`src/rtl/bpi_pkg.sv`:
```
package bpi_pkg;
  localparam int unsigned NUM_SRC = 8;

  // bit positions in the status and enable registers
  localparam int unsigned B_BUSERR = 0;
  localparam int unsigned B_HALF   = 1;
  localparam int unsigned B_END    = 2;
  localparam int unsigned B_STEP   = 3;
  localparam int unsigned B_RDYA   = 4;
  localparam int unsigned B_RDYB   = 5;
  localparam int unsigned B_ACT    = 6;
  localparam int unsigned B_DERR   = 7;

  typedef logic [NUM_SRC-1:0] src_vec_t;

  typedef enum logic {
    SEL_STATUS = 1'b0,
    SEL_ENABLE = 1'b1
  } reg_sel_e;
endpackage

```
`src/rtl/bpi_fill_ptr.sv`:
```
module bpi_fill_ptr #(
  parameter int unsigned LEN_W = 8
) (
  input  logic             clk,
  input  logic             rst_n,
  input  logic             adv_i,
  input  logic [LEN_W-1:0] len_i,
  output logic [LEN_W-1:0] ptr_o,
  output logic             half_o,
  output logic             end_o,
  output logic             step_o
);
  localparam logic [LEN_W-1:0] ONE = LEN_W'(1);

  logic [LEN_W-1:0] ptr_q;
  logic [LEN_W-1:0] ptr_nxt;
  logic             at_end;

  assign at_end  = (ptr_q >= len_i);
  assign ptr_nxt = at_end ? ONE : (ptr_q + ONE);

  always_ff @(posedge clk or negedge rst_n) begin
    if (!rst_n)     ptr_q <= '0;
    else if (adv_i) ptr_q <= ptr_nxt;
  end

  assign half_o = adv_i && (ptr_nxt == (len_i >> 1));
  assign end_o  = adv_i && (ptr_nxt == len_i);
  assign step_o = adv_i;
  assign ptr_o  = ptr_q;


  ptr_wrap_chk: assert property (@(posedge clk) disable iff (!rst_n)
    (adv_i && ptr_q >= len_i) |=> (ptr_q == ONE));

  ptr_step_chk: assert property (@(posedge clk) disable iff (!rst_n)
    (adv_i && ptr_q < len_i) |=> (ptr_q == $past(ptr_q) + ONE));

  ptr_hold_chk: assert property (@(posedge clk) disable iff (!rst_n)
    !adv_i |=> $stable(ptr_q));
endmodule

```
`src/rtl/bpi_sync_edge.sv`:
```
module bpi_sync_edge #(
  parameter int unsigned STAGES = 2
) (
  input  logic clk,
  input  logic rst_n,
  input  logic async_i,
  output logic pulse_o
);
  logic [STAGES-1:0] sync_q;
  logic              prev_q;

  generate
    for (genvar g = 0; g < STAGES; g++) begin : g_stage
      if (g == 0) begin : g_first
        always_ff @(posedge clk or negedge rst_n) begin
          if (!rst_n) sync_q[g] <= 1'b0;
          else        sync_q[g] <= async_i;
        end
      end else begin : g_next
        always_ff @(posedge clk or negedge rst_n) begin
          if (!rst_n) sync_q[g] <= 1'b0;
          else        sync_q[g] <= sync_q[g-1];
        end
      end
    end
  endgenerate

  always_ff @(posedge clk or negedge rst_n) begin
    if (!rst_n) prev_q <= 1'b0;
    else        prev_q <= sync_q[STAGES-1];
  end

  assign pulse_o = sync_q[STAGES-1] & ~prev_q;


  act_pulse_chk: assert property (@(posedge clk) disable iff (!rst_n)
    pulse_o |=> !pulse_o);
endmodule

```
`src/rtl/bpi_status_regs.sv`:
```
module bpi_status_regs
  import bpi_pkg::*;
(
  input  logic     clk,
  input  logic     rst_n,
  input  src_vec_t ev_i,
  input  logic     wr_i,
  input  logic     sel_i,
  input  src_vec_t wdata_i,
  output src_vec_t rdata_o,
  output logic     irq_o
);
  src_vec_t ev_q, stat_q, en_q, rise, clr;

  assign rise = ev_i & ~ev_q;
  assign clr  = (wr_i && (sel_i == SEL_STATUS)) ? wdata_i : '0;

  always_ff @(posedge clk or negedge rst_n) begin
    if (!rst_n) begin
      ev_q   <= '0;
      stat_q <= '0;
      en_q   <= '0;
    end else begin
      ev_q   <= ev_i;
      stat_q <= (stat_q & ~clr) | rise;
      if (wr_i && (sel_i == SEL_ENABLE)) en_q <= wdata_i;
    end
  end

  assign rdata_o = (sel_i == SEL_ENABLE) ? en_q : stat_q;
  assign irq_o   = |(stat_q & en_q);

  generate
    for (genvar b = 0; b < NUM_SRC; b++) begin : g_bit_chk

      set_wins_chk: assert property (@(posedge clk) disable iff (!rst_n)
        rise[b] |=> stat_q[b]);

      sticky_chk: assert property (@(posedge clk) disable iff (!rst_n)
        (stat_q[b] && !clr[b]) |=> stat_q[b]);

      w1c_chk: assert property (@(posedge clk) disable iff (!rst_n)
        (clr[b] && !rise[b]) |=> !stat_q[b]);
    end
  endgenerate
endmodule

```
`src/rtl/bufptr_irq_unit.sv`:
```
module bufptr_irq_unit
  import bpi_pkg::*;
#(
  parameter int unsigned LEN_W       = 8,
  parameter int unsigned SYNC_STAGES = 2
) (
  input  logic             clk,
  input  logic             rst_n,
  input  logic             adv_i,
  input  logic [LEN_W-1:0] buf_len_i,
  input  logic             bus_err_i,
  input  logic             rdy_a_i,
  input  logic             rdy_b_i,
  input  logic             data_err_i,
  input  logic             clk_act_i,
  input  logic             reg_sel_i,
  input  logic             reg_wr_i,
  input  logic [7:0]       reg_wdata_i,
  output logic [7:0]       reg_rdata_o,
  output logic [LEN_W-1:0] buf_ptr_o,
  output logic             irq_o
);
  logic     half_ev, end_ev, step_ev, act_ev;
  src_vec_t ev;

  bpi_fill_ptr #(.LEN_W(LEN_W)) u_ptr (
    .clk    (clk),
    .rst_n  (rst_n),
    .adv_i  (adv_i),
    .len_i  (buf_len_i),
    .ptr_o  (buf_ptr_o),
    .half_o (half_ev),
    .end_o  (end_ev),
    .step_o (step_ev)
  );

  bpi_sync_edge #(.STAGES(SYNC_STAGES)) u_act (
    .clk     (clk),
    .rst_n   (rst_n),
    .async_i (clk_act_i),
    .pulse_o (act_ev)
  );

  always_comb begin
    ev           = '0;
    ev[B_BUSERR] = bus_err_i;
    ev[B_HALF]   = half_ev;
    ev[B_END]    = end_ev;
    ev[B_STEP]   = step_ev;
    ev[B_RDYA]   = rdy_a_i;
    ev[B_RDYB]   = rdy_b_i;
    ev[B_ACT]    = act_ev;
    ev[B_DERR]   = data_err_i;
  end

  bpi_status_regs u_regs (
    .clk     (clk),
    .rst_n   (rst_n),
    .ev_i    (ev),
    .wr_i    (reg_wr_i),
    .sel_i   (reg_sel_i),
    .wdata_i (reg_wdata_i),
    .rdata_o (reg_rdata_o),
    .irq_o   (irq_o)
  );


  irq_quiet_chk: assert property (@(posedge clk) disable iff (!rst_n)
    (reg_sel_i == SEL_STATUS && reg_rdata_o == 8'h00) |-> !irq_o);
endmodule

```
`config.mk`:
```
export PLATFORM = sky130hd
export DESIGN_NAME = bufptr_irq_unit
export DESIGN_NICKNAME = d
export VERILOG_FILES = /design/src/rtl/bpi_pkg.sv /design/src/rtl/bpi_fill_ptr.sv /design/src/rtl/bpi_sync_edge.sv /design/src/rtl/bpi_status_regs.sv /design/src/rtl/bufptr_irq_unit.sv
export SDC_FILE = /design/constraint.sdc
export NUM_CORES = 1
export LEC_CHECK = 0
export ABC_CLOCK_PERIOD_IN_PS = 2800
export BUFFER_PORTS_ARGS = -buffer_cell sky130_fd_sc_hd__buf_2
export CAP_MARGIN = 0
export CORE_MARGIN = 1.5
export CORE_UTILIZATION = 50
export DETAILED_ROUTE_END_ITERATION = 6
export GPL_TIMING_DRIVEN = 0
export PLACE_DENSITY = 0.73
export SYNTH_ARGS = -nofsm -noshare
export SYNTH_HDL_FRONTEND = slang
export SYNTH_SLANG_ARGS = --single-unit
```
`constraint.sdc`:
```
create_clock -name clk -period 2.8 [get_ports clk]
set_input_delay 0.28 -clock clk [delete_from_list [all_inputs] [get_ports clk]]
set_output_delay 0.28 -clock clk [all_outputs]
set_load 0.01 [all_outputs]
```
==> results of run 1 <==
==> worst max-delay path, stage by stage, from the launching register on <==
cell	delay (ps)
dfrtp_1	510
ha_1	290
or4_1	500
a21o_1	180
nand3_1	230
nand2_1	280
a22oi_1	390
o31ai_2	120
==> final timing paths <==
path	startpoint	depth (start not counted)	end	slack [ps]
min	rst_n	1	u_regs.stat_q[7]$_DFF_PN0_	50
max	u_ptr.ptr_o[1]$_DFFE_PN0P_	7	u_regs.stat_q[2]$_DFF_PN0_	190
max reg2reg	u_ptr.ptr_o[1]$_DFFE_PN0P_	7	u_regs.stat_q[2]$_DFF_PN0_	190
max in group asynchronous	rst_n	1	u_ptr.ptr_o[7]$_DFFE_PN0P_	2260
min in group clk	clk_act_i	1	u_act.sync_q[0]$_DFF_PN0_	90
min reg2reg	u_act.sync_q[0]$_DFF_PN0_	0	u_act.sync_q[1]$_DFF_PN0_	350
==> power by group through the flow <==
| stage | Combinational, W | Clock [W] | Sequential [W] |
|---|---|---|---|
| 2_1_floorplan | 0.000766 | 0 | 0.000683 |
| 3_3_place_gp | 0.00103 | 0 | 0.000692 |
| 6_report | 0.00109 | 0.000370 | 0.000687 |
| 4_1_cts | 0.00105 | 0.000375 | 0.000686 |
| 5_1_grt | 0.00120 | 0.000400 | 0.000698 |
| 3_5_place_dp | 0.00104 | 0 | 0.000695 |
==> sequential cells by signal, summed over array words and instances, names as in the netlist <==
register       cells
u_act.sync_q       2
u_regs.en_q        8
u_regs.ev_q        8
u_act.prev_q       1
u_ptr.ptr_o        8
u_regs.stat_q      8
==> layout make-up <==
cell class                 instances  area (um^2)
buffer                            12         63.8
clock buffer                       6         72.6
clock inverter                     2         12.5
fill                             397         1730
inverter                          16         60.1
multi-input combinational        184         1330
sequential                        35          876
tap                               52         65.1
timing repair buffer              41          205
==> routing by layer <==
layer	up-vias	share of wire (%)	GRT usage [%]
met1	993	45	31.8
met4	0	2.0	9.01
met2	86	46	38.4
met3	9	6.3	3.13
met5	-	0	0
li1	1017	-	-
==> stage by stage <==
step	power, W	std cells	hold slack (ps)
2_1_floorplan	0.00145	247	-15.6
3_3_place_gp	0.00172	340	332
3_5_place_dp	0.00174	340	341
4_1_cts	0.00211	348	88.4
5_1_grt	0.00230	348	87.6
6_report	0.00215	348	53.8
==> cells in the final DEF (no fill, tap or decap), types with 3 or more instances in the layout <==
cell,instances
buf_2,44
dfrtp_1,35
nand2_1,21
o21ai_0,17
inv_1,16
mux2_2,16
nor2_1,15
nand3_1,10
ha_1,9
clkbuf_1,6
xnor2_1,6
a21oi_1,6
nor3_1,6
a22oi_1,6
nand4_1,5
clkbuf_8,5
xor2_1,4
or3_1,4
and3_1,3
nand2b_1,3
o2bb2ai_1,3
o22ai_1,3
a32o_1,3
==> cells by family (layout without fill, tap and decap cells) <==
family,Yosys count,in the layout,share of synthesized area [%]
compound gates,65,65,20.8
xor+xnor,10,10,3.79
buf+inv,28,77,5.36
simple gates,84,84,19.4
fa+ha+maj,9,9,4.88
flops,35,35,37.9
mux,16,16,7.80
==> timing repair <==
| action | CTS | global route |
|---|---|---|
| resized for setup | 0 | 3 |
| endpoints found under the setup margin | 0 | 2 |
| hold buffers | 0 | 0 |
==> reports/results.txt, run 1 <==
crit path kind - reg2reg
Avg Cell Area, Syn - 9.35 um^2
synth top area cells - dfrtp_1 (38%), mux2_2 (7.8%), ha_1 (4.9%)
wire length per cell - 16.1 um
leakage power - 1.20 nW
vias per cell - 6.05
Achievable Freq - 382 MHz
CTS root buf - clkbuf_8
CTS tree - built
TritonCTS Sinks - 35
cts bufs inserted - 5
CP Data Required Time - 2970 ps
final non-filler cell area - 2690 um^2
n_diodes - 0
vias post-DR - 2,105
EDFF count, synth - 0
first-pass GRT wire length - 9230 um
Mapped Cells - 247
Final ANT Viol Nets - 0
global route overflow - 0
port bufs - 41
Clk Latency, worst-skew pair - 290 ps
Crit. End Element - register
Tcrit/Tclk final - 93.4%
Post-synth top flop - dfrtp_1
final hold violation count - 0
Pins Over Slew Limit - 0
Worst-Margin Slew - 763 ps
GP Congestion - 0.927
largest net degree at the start of global routing - 36
Initial Util - 52.3%
Cell variety after synth - 58
max_cap viols - 0
combinational fraction of design power - 50.7%
die area - 5040 um^2
critical path launch point type - register
Syn Nets - 282
synth cell count leaders - dfrtp_1 (35), nand2_1 (21), o21ai_0 (17)
final count of negative-setup-slack endpoints - 0
Setup Buffers After CTS - 0
critical path fanouts, max - 8
Area after DPL - 2580 um^2
largest area contributor in the netlist - dfrtp_1
Worst Clk Skew - 8.27 ps
Clock Tree Buf Depth - 2
Hold Path Class - in2async
relative slew slack - 49.1%
fin crit period - 2610 ps
H-tree levels - 2
CP arrival - 2790 ps
status - completed
Total Wirelength - 5620 um
drt first pass iters - 4
DIE WIDTH - 71.0 um
Peak VDD IR - 400 uV
Post-layout nets - 330
share of power burned in the clock network - 17.3%
initial antenna violation count - 0
# DRC - 0
DIE HEIGHT - 71.0 um
RSZ-0062 raised after global routing - no
FP Rows - 24
net load switching power - 0.000923 W
1st-iter DRT viols - 134
pwr dens - 798 nW/um^2
Seq/Total Area, Yosys - 37.9%
most frequent cell after synthesis - dfrtp_1
setup_tns - 0 ps
sw frac - 43.0%
synthesized area - 2310 um^2
core footprint - 4410 um^2
Warnings, synthesis - 0
Worst Setup Slack, final - 185 ps
internal power - 0.00122 W
Ports - 43
via count of the first global-routing pass - 1,927
HPWL after DPL - 4130 um
area added between synthesis and finish - 16.4%
DP Worst Slack - 58.0 ps
clock transition at the registers of the reported paths - 80 ps
asr flop ratio synth - 100%
#FFs+latches synth - 35
GRT Total Usage - 23.5%
Yosys top cell area share - 37.9%
share of cells above drive strength 1 - 28.4%
final core utilization - 60.9%
Flop pwr share - 32.0%
Note: power is estimated with default switching activity, not from simulation.
==> run 2, diff against run 1 <==
--- a/config.mk
+++ b/config.mk
@@ -8,6 +8,7 @@
 export ABC_CLOCK_PERIOD_IN_PS = 2800
 export BUFFER_PORTS_ARGS = -buffer_cell sky130_fd_sc_hd__buf_2
 export CAP_MARGIN = 0
+export CORE_ASPECT_RATIO = 0.5
 export CORE_MARGIN = 1.5
 export CORE_UTILIZATION = 50
 export DETAILED_ROUTE_END_ITERATION = 6
==> reports/results.txt, run 2 (synthesis results as in run 1) <==
status - completed
FP Rows - 17
global route overflow - 0
vias per cell - 5.97
most frequent cells in the layout - buf_2 (44), dfrtp_1 (35), nand2_1 (21), o21ai_0 (17)
initial antenna violation count - 0
GP Congestion - 0.969
Finished Layout Cells - 353
routed wl met2 - 2710 um
DIE HEIGHT - 51.1 um
cts bufs inserted - 5
Ports - 43
HPWL after DPL - 4330 um
Total Wirelength - 5760 um
CP Cell Sequence - buf_4 -> inv_1 -> ha_1 -> nand2b_1 -> a2111oi_2 -> o41ai_1 -> a2111oi_2 -> nand3_1 -> nor4_2
leakage power - 1.20 nW
Pins Over Slew Limit - 0
# DRC - 0
worst hold-check slack - 54.3 ps
Clk Latency, worst-skew pair - 280 ps
critical path fanouts, max - 9
routed length on met3 - 346 um
critical path launch point type - register
1st-iter DRT viols - 125
area added between synthesis and finish - 15.9%
hold buffer count at cts - 0
CTS tree - built
share of cells above drive strength 1 - 28.0%
Clock Tree Buf Depth - 2
pwr dens - 793 nW/um^2
Tcrit/Tclk final - 96.4%
via count of the first global-routing pass - 1,967
crit path kind - reg2reg
CP arrival - 2890 ps
Worst Clk Skew - 3.04 ps
CP max stage delay - 510 ps
first-pass GRT wire length - 9530 um
core footprint - 4420 um^2
final count of negative-setup-slack endpoints - 0
delay-heaviest family, CP - compound AO/OA/AOI/OAI gates
M1 wire length - 2670 um
max layer used - met4
DIE WIDTH - 99.1 um
TritonCTS Sinks - 35
relative slew slack - 48.6%
GRT Total Usage - 24.4%
Crit. End Element - register
Buf/Inv on CP - 2
n_diodes - 0
Final ANT Viol Nets - 0
commonest non-fill, non-tap cell in the layout - buf_2
max_cap viols - 0
final hold violation count - 0
Peak VDD IR - 266 uV
most frequent CP cell - a2111oi_2
H-tree levels - 2
CP Data Required Time - 2990 ps
CTS root buf - clkbuf_8
vias post-DR - 2,109
wire length per cell - 16.3 um
die area - 5060 um^2
largest net degree at the start of global routing - 36
Initial Util - 52.2%
Post-layout nets - 330
clock transition at the registers of the reported paths - 80 ps
fin crit period - 2700 ps
Crit-path slowest cell - a2111oi_2
drt first pass iters - 4
placed cells - 345
port bufs - 41
Achievable Freq - 370 MHz
Setup Buffers After CTS - 0
Hold Path Class - in2async
Worst-Margin Slew - 771 ps
## run 2: cell types whose count changed in the layout (fill, tap and decap cells not counted)
cell,previous run,this run
a2111oi_4,1,0
a2111oi_2,1,2
nor3_2,2,1
nor3_1,6,7
## run 2: final timing paths
check,startpoint,end,slack [ps],depth (start not counted)
worst max-delay path,u_ptr.ptr_o[0]$_DFFE_PN0P_,u_regs.ev_q[2]$_DFF_PN0_,100,9
worst min-delay path,rst_n,u_ptr.ptr_o[5]$_DFFE_PN0P_,50,1
worst max register to register,u_ptr.ptr_o[0]$_DFFE_PN0P_,u_regs.ev_q[2]$_DFF_PN0_,100,9
worst min register to register,u_act.sync_q[0]$_DFF_PN0_,u_act.sync_q[1]$_DFF_PN0_,350,0
max in group asynchronous,rst_n,u_regs.en_q[0]$_DFFE_PN0P_,2240,1
min in group clk,clk_act_i,u_act.sync_q[0]$_DFF_PN0_,100,1
## run 2: layout make-up
| type | instances | area (um^2) |
|---|---|---|
| tap | 57 | 71.3 |
| fill | 388 | 1750 |
| multi-input combinational | 184 | 1320 |
| inverter | 16 | 60.1 |
| sequential | 35 | 876 |
| buffer | 12 | 63.8 |
| clock buffer | 6 | 72.6 |
| timing repair buffer | 41 | 205 |
| clock inverter | 2 | 12.5 |
## run 2: where the power goes
group	internal (W)	total, W	switching [W]	leakage (nW)
registers	0.000588	0.000685	0.0000970	0.419
clock network	0.000174	0.000361	0.000187	0.0412
logic	0.000452	0.00108	0.000625	0.736
## run 2: stage by stage
stage	utilization, %	area, um^2	worst slack, ps	TNS, ps	total power, W
floorplan	-	2310	374	0	0.00145
global placement	58.5	2590	118	0	0.00172
detailed placement	58.5	2590	83.3	0	0.00174
CTS	60.4	2670	77.4	0	0.00210
global route	60.5	2680	-15.0	-25.1	0.00229
finish	60.5	2680	99.5	0	0.00212
## run 2: per-layer routing
layer	vias to the layer above	GRT usage, %
li1	1015	-
met1	1014	33.0
met2	74	42.8
met3	6	4.51
met4	0	3.29
met5	-	0
## run 2: timing repair
action                                  in CTS  in global routing
hold endpoints to repair                     0                  0
endpoints found under the setup margin       0                  2
resized for setup                            0                  1
